`src/rtl/table_fsm_pkg.sv`:
```
package table_fsm_pkg;
  localparam int unsigned ST_W  = 3;
  localparam int unsigned SYM_W = 3;
  localparam int unsigned OUT_W = 8;
endpackage

```
`src/rtl/tfsm_trig_edge.sv`:
```
module tfsm_trig_edge (
  input  logic clk,
  input  logic rst_n,
  input  logic trig_i,
  output logic pulse_o
);
  logic trig_q;

  always_ff @(posedge clk or negedge rst_n) begin
    if (!rst_n) trig_q <= 1'b0;
    else        trig_q <= trig_i;
  end

  assign pulse_o = trig_i & ~trig_q;

  // A held trigger must never give two pulses in a row
  assert_single_edge_R4: assert property (@(posedge clk) disable iff (!rst_n)
    pulse_o |=> !pulse_o);
endmodule

```
`src/rtl/tfsm_table.sv`:
```
module tfsm_table #(
  parameter int unsigned AW = 6,
  parameter int unsigned DW = 3
) (
  input  logic          clk,
  input  logic          rst_n,
  input  logic          we_i,
  input  logic [AW-1:0] waddr_i,
  input  logic [DW-1:0] wdata_i,
  input  logic [AW-1:0] raddr_i,
  output logic [DW-1:0] rdata_o
);
  localparam int unsigned DEPTH = 1 << AW;

  logic [DEPTH-1:0][DW-1:0] mem_q;

  always_ff @(posedge clk or negedge rst_n) begin
    if (!rst_n)    mem_q <= '0;
    else if (we_i) mem_q[waddr_i] <= wdata_i;
  end

  assign rdata_o = mem_q[raddr_i];

  // Contents change only through an enabled write
  assert_table_locked_R6: assert property (@(posedge clk) disable iff (!rst_n)
    !we_i |=> $stable(mem_q));
endmodule

```
`src/rtl/table_fsm.sv`:
```
module table_fsm
  import table_fsm_pkg::*;
#(
  parameter int unsigned STATE_W = ST_W,
  parameter int unsigned SEL_W   = SYM_W,
  parameter int unsigned DOUT_W  = OUT_W
) (
  input  logic                      clk,
  input  logic                      rst_n,
  input  logic                      clr_i,
  input  logic                      trig_i,
  input  logic [SEL_W-1:0]          sel_i,
  input  logic                      wr_en_i,
  input  logic [STATE_W+SEL_W:0]    wr_addr_i,
  input  logic [DOUT_W-1:0]         wr_data_i,
  output logic [STATE_W-1:0]        state_o,
  output logic [DOUT_W-1:0]         out_o
);
  localparam int unsigned NS_AW = STATE_W + SEL_W;

  logic                 pulse;
  logic                 ns_we, ot_we;
  logic [STATE_W-1:0]   ns_rd;
  logic [DOUT_W-1:0]    ot_rd;
  logic [STATE_W-1:0]   state_q, state_d;
  logic [DOUT_W-1:0]    out_q;

  assign ns_we = wr_en_i & clr_i & ~wr_addr_i[NS_AW];
  assign ot_we = wr_en_i & clr_i &  wr_addr_i[NS_AW];

  tfsm_trig_edge i_edge (
    .clk     (clk),
    .rst_n   (rst_n),
    .trig_i  (trig_i),
    .pulse_o (pulse)
  );

  tfsm_table #(.AW(NS_AW), .DW(STATE_W)) i_ns_tbl (
    .clk     (clk),
    .rst_n   (rst_n),
    .we_i    (ns_we),
    .waddr_i (wr_addr_i[NS_AW-1:0]),
    .wdata_i (wr_data_i[STATE_W-1:0]),
    .raddr_i ({state_q, sel_i}),
    .rdata_o (ns_rd)
  );

  tfsm_table #(.AW(STATE_W), .DW(DOUT_W)) i_out_tbl (
    .clk     (clk),
    .rst_n   (rst_n),
    .we_i    (ot_we),
    .waddr_i (wr_addr_i[STATE_W-1:0]),
    .wdata_i (wr_data_i),
    .raddr_i (state_q),
    .rdata_o (ot_rd)
  );

  always_comb begin
    state_d = state_q;
    if (clr_i)      state_d = '0;
    else if (pulse) state_d = ns_rd;
  end

  always_ff @(posedge clk or negedge rst_n) begin
    if (!rst_n) begin
      state_q <= '0;
      out_q   <= '0;
    end else begin
      state_q <= state_d;
      out_q   <= ot_rd;
    end
  end

  assign state_o = state_q;
  assign out_o   = out_q;

  assert_clear_to_zero_R2: assert property (@(posedge clk) disable iff (!rst_n)
    clr_i |=> (state_o == '0));

  assert_hold_without_trigger_R3: assert property (@(posedge clk) disable iff (!rst_n)
    (!clr_i && !pulse) |=> $stable(state_o));
endmodule

```
`config.mk`:
```
export PLATFORM = sky130hd
export DESIGN_NAME = table_fsm
export DESIGN_NICKNAME = d
export VERILOG_FILES = /design/src/rtl/table_fsm_pkg.sv /design/src/rtl/tfsm_trig_edge.sv /design/src/rtl/tfsm_table.sv /design/src/rtl/table_fsm.sv
export SDC_FILE = /design/constraint.sdc
export NUM_CORES = 1
export LEC_CHECK = 0
export CORE_ASPECT_RATIO = 0.75
export CORE_UTILIZATION = 35
export DETAILED_ROUTE_END_ITERATION = 12
export GPL_ROUTABILITY_DRIVEN = 0
export SETUP_SLACK_MARGIN = 0.15
export SYNTH_ARGS = -nofsm -noshare
export SYNTH_HDL_FRONTEND = slang
export SYNTH_HIERARCHICAL = 1
export SYNTH_SLANG_ARGS = --single-unit
```
`constraint.sdc`:
```
create_clock -name clk -period 2.38 [get_ports clk]
set_clock_uncertainty 0.1 [all_clocks]
set_input_delay 0.357 -clock clk [delete_from_list [all_inputs] [get_ports clk]]
set_output_delay 0.357 -clock clk [all_outputs]
set_load 0.02 [all_outputs]
```
Word-level counts from Yosys, hierarchy flattened:

Index checks and enable logic that the tools add are counted.

* $mul: 0
* mux-type cells: 12
* bitwise gates (word level): 6
* add/sub/neg operators: 0
* shifts and indexed selects: 0
* eq/ne operators: 0
* divide/modulo/power cells: 0
* $lt $le $gt $ge: 6
* reductions and logical operators: 3

Operators by type and width (count)
* $bwmux 192: 1
* $bwmux 64: 1
* $bmux 8 s3: 1
* $demux 8 s3: 1
* $bmux 3 s6: 1
* $demux 3 s6: 1
* $mux 8: 2
* $lt 6x7->1 const B: 2
* $mux 3: 4
* $lt 3x4->1 const B: 2
* $ge 6x1->1 const B: 1
* $and 1x1->1: 4
* $ge 3x1->1 const B: 1
* $logic_and 1x1->1: 2
* $not 1->1: 2
* $reduce_bool 2->1: 1

* memories kept: 0
* register bits after elaboration: 268
* input port bits: 23
* output and inout bits: 11
* memory bits (writable): 0
* bits in read-only memories: 0
* latch bits: 0

Logic depth before layout (Yosys ltp):

* depth after elaboration: 5
* gate-level depth with buffers: 11

Hierarchy:

The synthesis kept the hierarchy.

By module, submodules not included
* tfsm_table at i_ns_tbl: cells each 655, area an instance 9285.2 sq um, instances 1, sequential area each 4804.6 sq um
* tfsm_table at i_out_tbl: cells each 172, area an instance 2992.9 sq um, instances 1, sequential area each 1601.5 sq um
* table_fsm: cells each 20, area an instance 330.3 sq um, instances 1, sequential area each 275.3 sq um
* tfsm_trig_edge: cells each 2, area an instance 38.8 sq um, instances 1, sequential area each 25.0 sq um

Worst setup path before layout:

No wires, ideal clock.

* path kind: input -> register
* start: input sel_i[0]
* end: register state_q[1] (netlist: state_o[1])
* slack: 0.364 ns
* data arrival time: 1.797 ns
* library setup time: 0.118 ns
* required time: 2.162 ns
* stages on the path: 8
* cell sequence: buf_6 buf_6 mux4_1 mux2_2 o21ai_1 o221ai_1 mux2i_1 nor2_1

* cells in the longest elaborated chain, start to end: 4

RTL lines
* start: declaration: RTL line table_fsm.sv:12 `input logic [SEL_W-1:0] sel_i,`
* $bmux 3 s6: RTL line tfsm_table.sv:22 `assign rdata_o = mem_q[raddr_i];`
* $mux 3 (implied by the code): RTL line tfsm_table.sv:22
* via ns_rd[1]: RTL line table_fsm.sv:23 `logic [STATE_W-1:0] ns_rd;`
* $mux 3: RTL line table_fsm.sv:61 `else if (pulse) state_d = ns_rd;`
* $mux 3: RTL line table_fsm.sv:60 `if (clr_i) state_d = '0;`
* end signal: assignment: RTL line table_fsm.sv:69 `state_q <= state_d;`
* end: declaration: RTL line table_fsm.sv:25 `logic [STATE_W-1:0] state_q, state_d;`

The timed path passes the listed nets, and every way through them passes these cells. The select of a mux whose other input is x is not followed.
A chain may end at the register's enable or synchronous reset.

Worst setup path after layout:

* start: input clr_i
* end: register i_ns_tbl/mem_q[123] (netlist bit)

* cells in the longest elaborated chain, start to end: 2

RTL lines
* start: declaration: RTL line table_fsm.sv:10 `input logic clr_i,`
* $and 1x1->1 (2 in series): RTL line table_fsm.sv:28 `assign ns_we = wr_en_i & clr_i & ~wr_addr_i[NS_AW];`
* via ns_we: RTL line table_fsm.sv:22 `logic ns_we, ot_we;`
* end signal: indexed assignment: RTL line tfsm_table.sv:19 `else if (we_i) mem_q[waddr_i] <= wdata_i;`
* end: declaration: RTL line tfsm_table.sv:15 `logic [DEPTH-1:0][DW-1:0] mem_q;`

The timed path passes the listed nets, and every way through them passes these cells.

==> summary.md <==
| Metric | Value |
|---|---|
| Number of buffers created by CTS | 30 |
| First-pass GRT wire length | 47.3 mm |
| Post-Route Hold Slack | 0.184 ns |
| HPWL after detailed placement | 19.4 mm |
| Number of violations reported at the end of detailed-routing iteration 0 | 362 |
| Mean number of vias per cell | 5.20 |
| Core box area | 35100 sq um |
| Number of routed nets with antenna violations | 0 |
| Floorplan row count | 59 |
| Max-cap check violation count | 0 |
| Cell accounting for the most synthesized area | dfrtp_1 |
| Fmax | 0.494 GHz |
| Async set or reset register ratio after synthesis | 100% |
| Most area-consuming cells after synthesis | dfrtp_1 (53%), mux2_2 (24%), mux4_1 (7.3%) |
| Synth warn | 6 |
| Actual slew at the worst max-slew pin | 0.508 ns |
| Fraction of layout instances using a drive strength above 1 | 46.6% |
| Largest delay share family, worst path | buffers and inverters |
| H-tree depth reported by CTS | 1 |
| Critical path origin | clr_i |
| Critical path endpoint category | flop |
| Part of the power in the clock network | 42.4% |
| Cells after Synth | 849 |
| Worst max-slew margin expressed relative to the limit | 66.1% |
| XOR/XNOR Fraction of Synth Area | 0% |
| Initial Util | 36.0% |
| Clock transition time at the flip-flop clock pins of the worst setup and hold paths | 0.06 ns |
| CTS tree | yes |
| Nets@finish | 979 |
| Switching power of the nets | 2.56 mW |
| Compound-Gate Fraction of Synth Area | 1.45% |
| Die Area | 36900 sq um |
| Ant diodes | 0 |
| Total number of vias | 7460 |
| Max Buffers Root-to-Sink | 3 |
| Number of storage elements in the synthesis netlist | 268 |
| Number of nets produced by synthesis | 872 |
| Ratio of total power to cell area | 731 nW/um^2 |
| Final Max Slew Viols | 0 |
| Internal power | 8.55 mW |
| Hold_sp | trig_i |
| Number of failing setup endpoints in the final timing report | 0 |
| Cell Chain, Critical Path | clkdlybuf4s50_1, nand2_1, nor2_1, buf_4, buf_4, nand2_1, nor3_1, buf_4, nand2_1, mux2_2 |
| Port buffer count | 33 |
| Mux share of post-synthesis cell area | 36.7% |
| Ranking of synthesized cells by instance count | dfrtp_1 (268), mux2_2 (266), nor2_1 (53), nand2_1 (38), mux4_1 (35) |
| Maximum number of pins on one net before global-route repair | 73 |
| Mean Syn Cell Area | 14.9 sq um |
| Clk Tree Root Cell | clkbuf_16 |
| Overall power consumption | 11.1 mW |
| Standby leakage power | 7.17 nW |
| Initial antenna violation count | 0 |
| Synthesized area | 12600 sq um |
| Fraction of power spent switching nets | 23.0% |
| Part of the Yosys area used for sequential elements | 53.0% |
| Worst setup path category | in -> reg |
| Share of the clock period used by the worst path | 85.1% |
| Post-placement cell count | 1379 |
| Synth-to-layout area growth | 20.2% |
| Detail-routed net length per standard cell | 20.2 um |
| Horizontal extent of the die | 222 um |
| Final std cells w/o fill | 1434 |
| Class of the worst hold path | in -> reg |
| Final hold violation count | 0 |
| Clock Latency Late Sink | 0.55 ns |
| Highest-delay cell along the critical path | clkdlybuf4s50_1 |
| Number of design rule violations left after detail routing | 0 |
| Setup TNS | 0 ns |
| Peak supply drop | 0.463 mV |
| Boundary pin count | 34 |
| Max Fanout on Critical Path | 6 |
| Synthesized-area fraction occupied by and/or/nand/nor cells | 6.18% |
| Dominant combinational cell family by area after synthesis | multiplexers |
| FF-to-FF setup slack | 0.40 ns |
| Most repeated cell in the gate-level netlist after synthesis | dfrtp_1 |
| Data arrival time at the worst-slack endpoint | 2.35 ns |
| Number of inserted filler cells in the final layout | 3190 |
| Library cells used by synthesis | 48 |
| Required time of the worst setup path | 2.71 ns |
| Critical path startpoint category | primary input |
| Largest stage delay on the critical path | 0.48 ns |
| TritonCTS Sinks | 268 |
| Unrepaired setup endpoints after global routing | no |
| Post-route minimum period | 2.03 ns |
| Die extent in y | 167 um |
| All-layer global routing usage | 16.3% |
| Combinational share of power | 11.4% |
| Wire length after detailed routing | 29.0 mm |
| Most instantiated flip-flop cell in the synthesis netlist | dfrtp_1 |
| Share of the synthesized area in the top cell type | 53.0% |
| Number of synthesized flops with an enable pin | 0 |
| Status | finished clean |
| Vias in the first global route | 7848 |
| Buf/Inv on CP | 4 |
| Worst reg2reg startpoint | i_ns_tbl/mem_q[138] |
| GR Overflow Total | 0 |
| Synth Area in Adders | 0% |
| First-pass detailed-route iteration total | 6 |
| Sequential group share of total power | 46.3% |
==> area by class of cell <==
type                       count  area [sq um]  share of cell area, %
sequential                   268          6710                   44.1
multi-input combinational    523          5630                   37.1
timing repair buffer         132          1260                   8.27
clock buffer                  45           928                   6.11
tap                          457           572                   3.76
clock inverter                 8          97.6                  0.642
inverter                       1          3.75                 0.0247
==> routing by layer <==
metal	vias up	wire length (um)	global-route usage, %
met3	31	1550	2.33
met2	136	12700	24.4
met5	-	0	0
li1	3395	-	-
met4	0	457	3.14
met1	3898	14300	25.2
==> power by group through the flow <==
stage	Sequential (mW)	Combinational (mW)	Clock, mW
after CTS	5.14	1.28	4.82
after floorplan	5.20	0.756	0
after global routing	5.19	1.38	5.01
after detailed placement	5.22	1.27	0
final	5.14	1.26	4.71
after global placement	5.22	1.25	0
==> state kept, by name, summed over array words and instances, names as in the netlist <==
register,cells
i_ns_tbl/mem_q,192
i_out_tbl/mem_q,64
out_o,8
state_o,3
i_edge/trig_q,1
==> what timing repair did <==
item,in CTS,in global routing
gates resized for setup,2,1
hold buffers,1,0
setup endpoints to repair,2,1
endpoints found under the hold margin,48,0
buffers inserted,1,0
cloned,0,0
==> stage by stage <==
step	area, sq um	utilization [%]	setup slack [ns]
2_1_floorplan	12600	-	0.364
3_3_place_gp	14200	40.3	-0.192
3_5_place_dp	14200	40.3	-0.234
4_1_cts	15200	43.2	0.335
5_1_grt	15200	43.3	0.217
6_report	15200	43.3	0.354
==> worst register-to-register path: cells and delay by family (launching register included) <==
family	cells	cell delay [ns]
mux	3	0.80
compound gates	2	0.47
simple gates	2	0.11
flops	1	0.40
==> path summary, 6_finish.rpt <==
check	depth (start not counted)	end
worst max-delay path	10	i_ns_tbl/mem_q[123]
worst min-delay path	1	i_edge/trig_q
worst max register to register	7	state_o[0]
worst min register to register	1	i_ns_tbl/mem_q[75]
max in group asynchronous	3	i_ns_tbl/mem_q[75]
min in group asynchronous	2	i_ns_tbl/mem_q[124]
==> layout by cell type, fill, tap and decap left out, drive strengths merged, types with 3 or more instances in the layout <==
master / instances
nand2b: 9
nor3: 9
clkbuf: 45
o21ai: 4
nand4b: 3
o22ai: 3
nand4: 3
nor2b: 6
clkdlybuf4s50: 26
mux2i: 19
clkinv: 4
clkinvlp: 3
nand3: 13
mux2: 266
mux4: 59
buf: 104
nor2: 53
nand2: 38
nand3b: 4
a31oi: 4
dfrtp: 268
nor4bb: 3
==> logic make-up after synthesis <==
| kind of cell | after synthesis |
|---|---|
| compound gates | 25 |
| buf+inv | 58 |
| flops | 268 |
| mux | 344 |
| simple gates | 154 |
No activity file was read; power rests on OpenSTA's default activity.
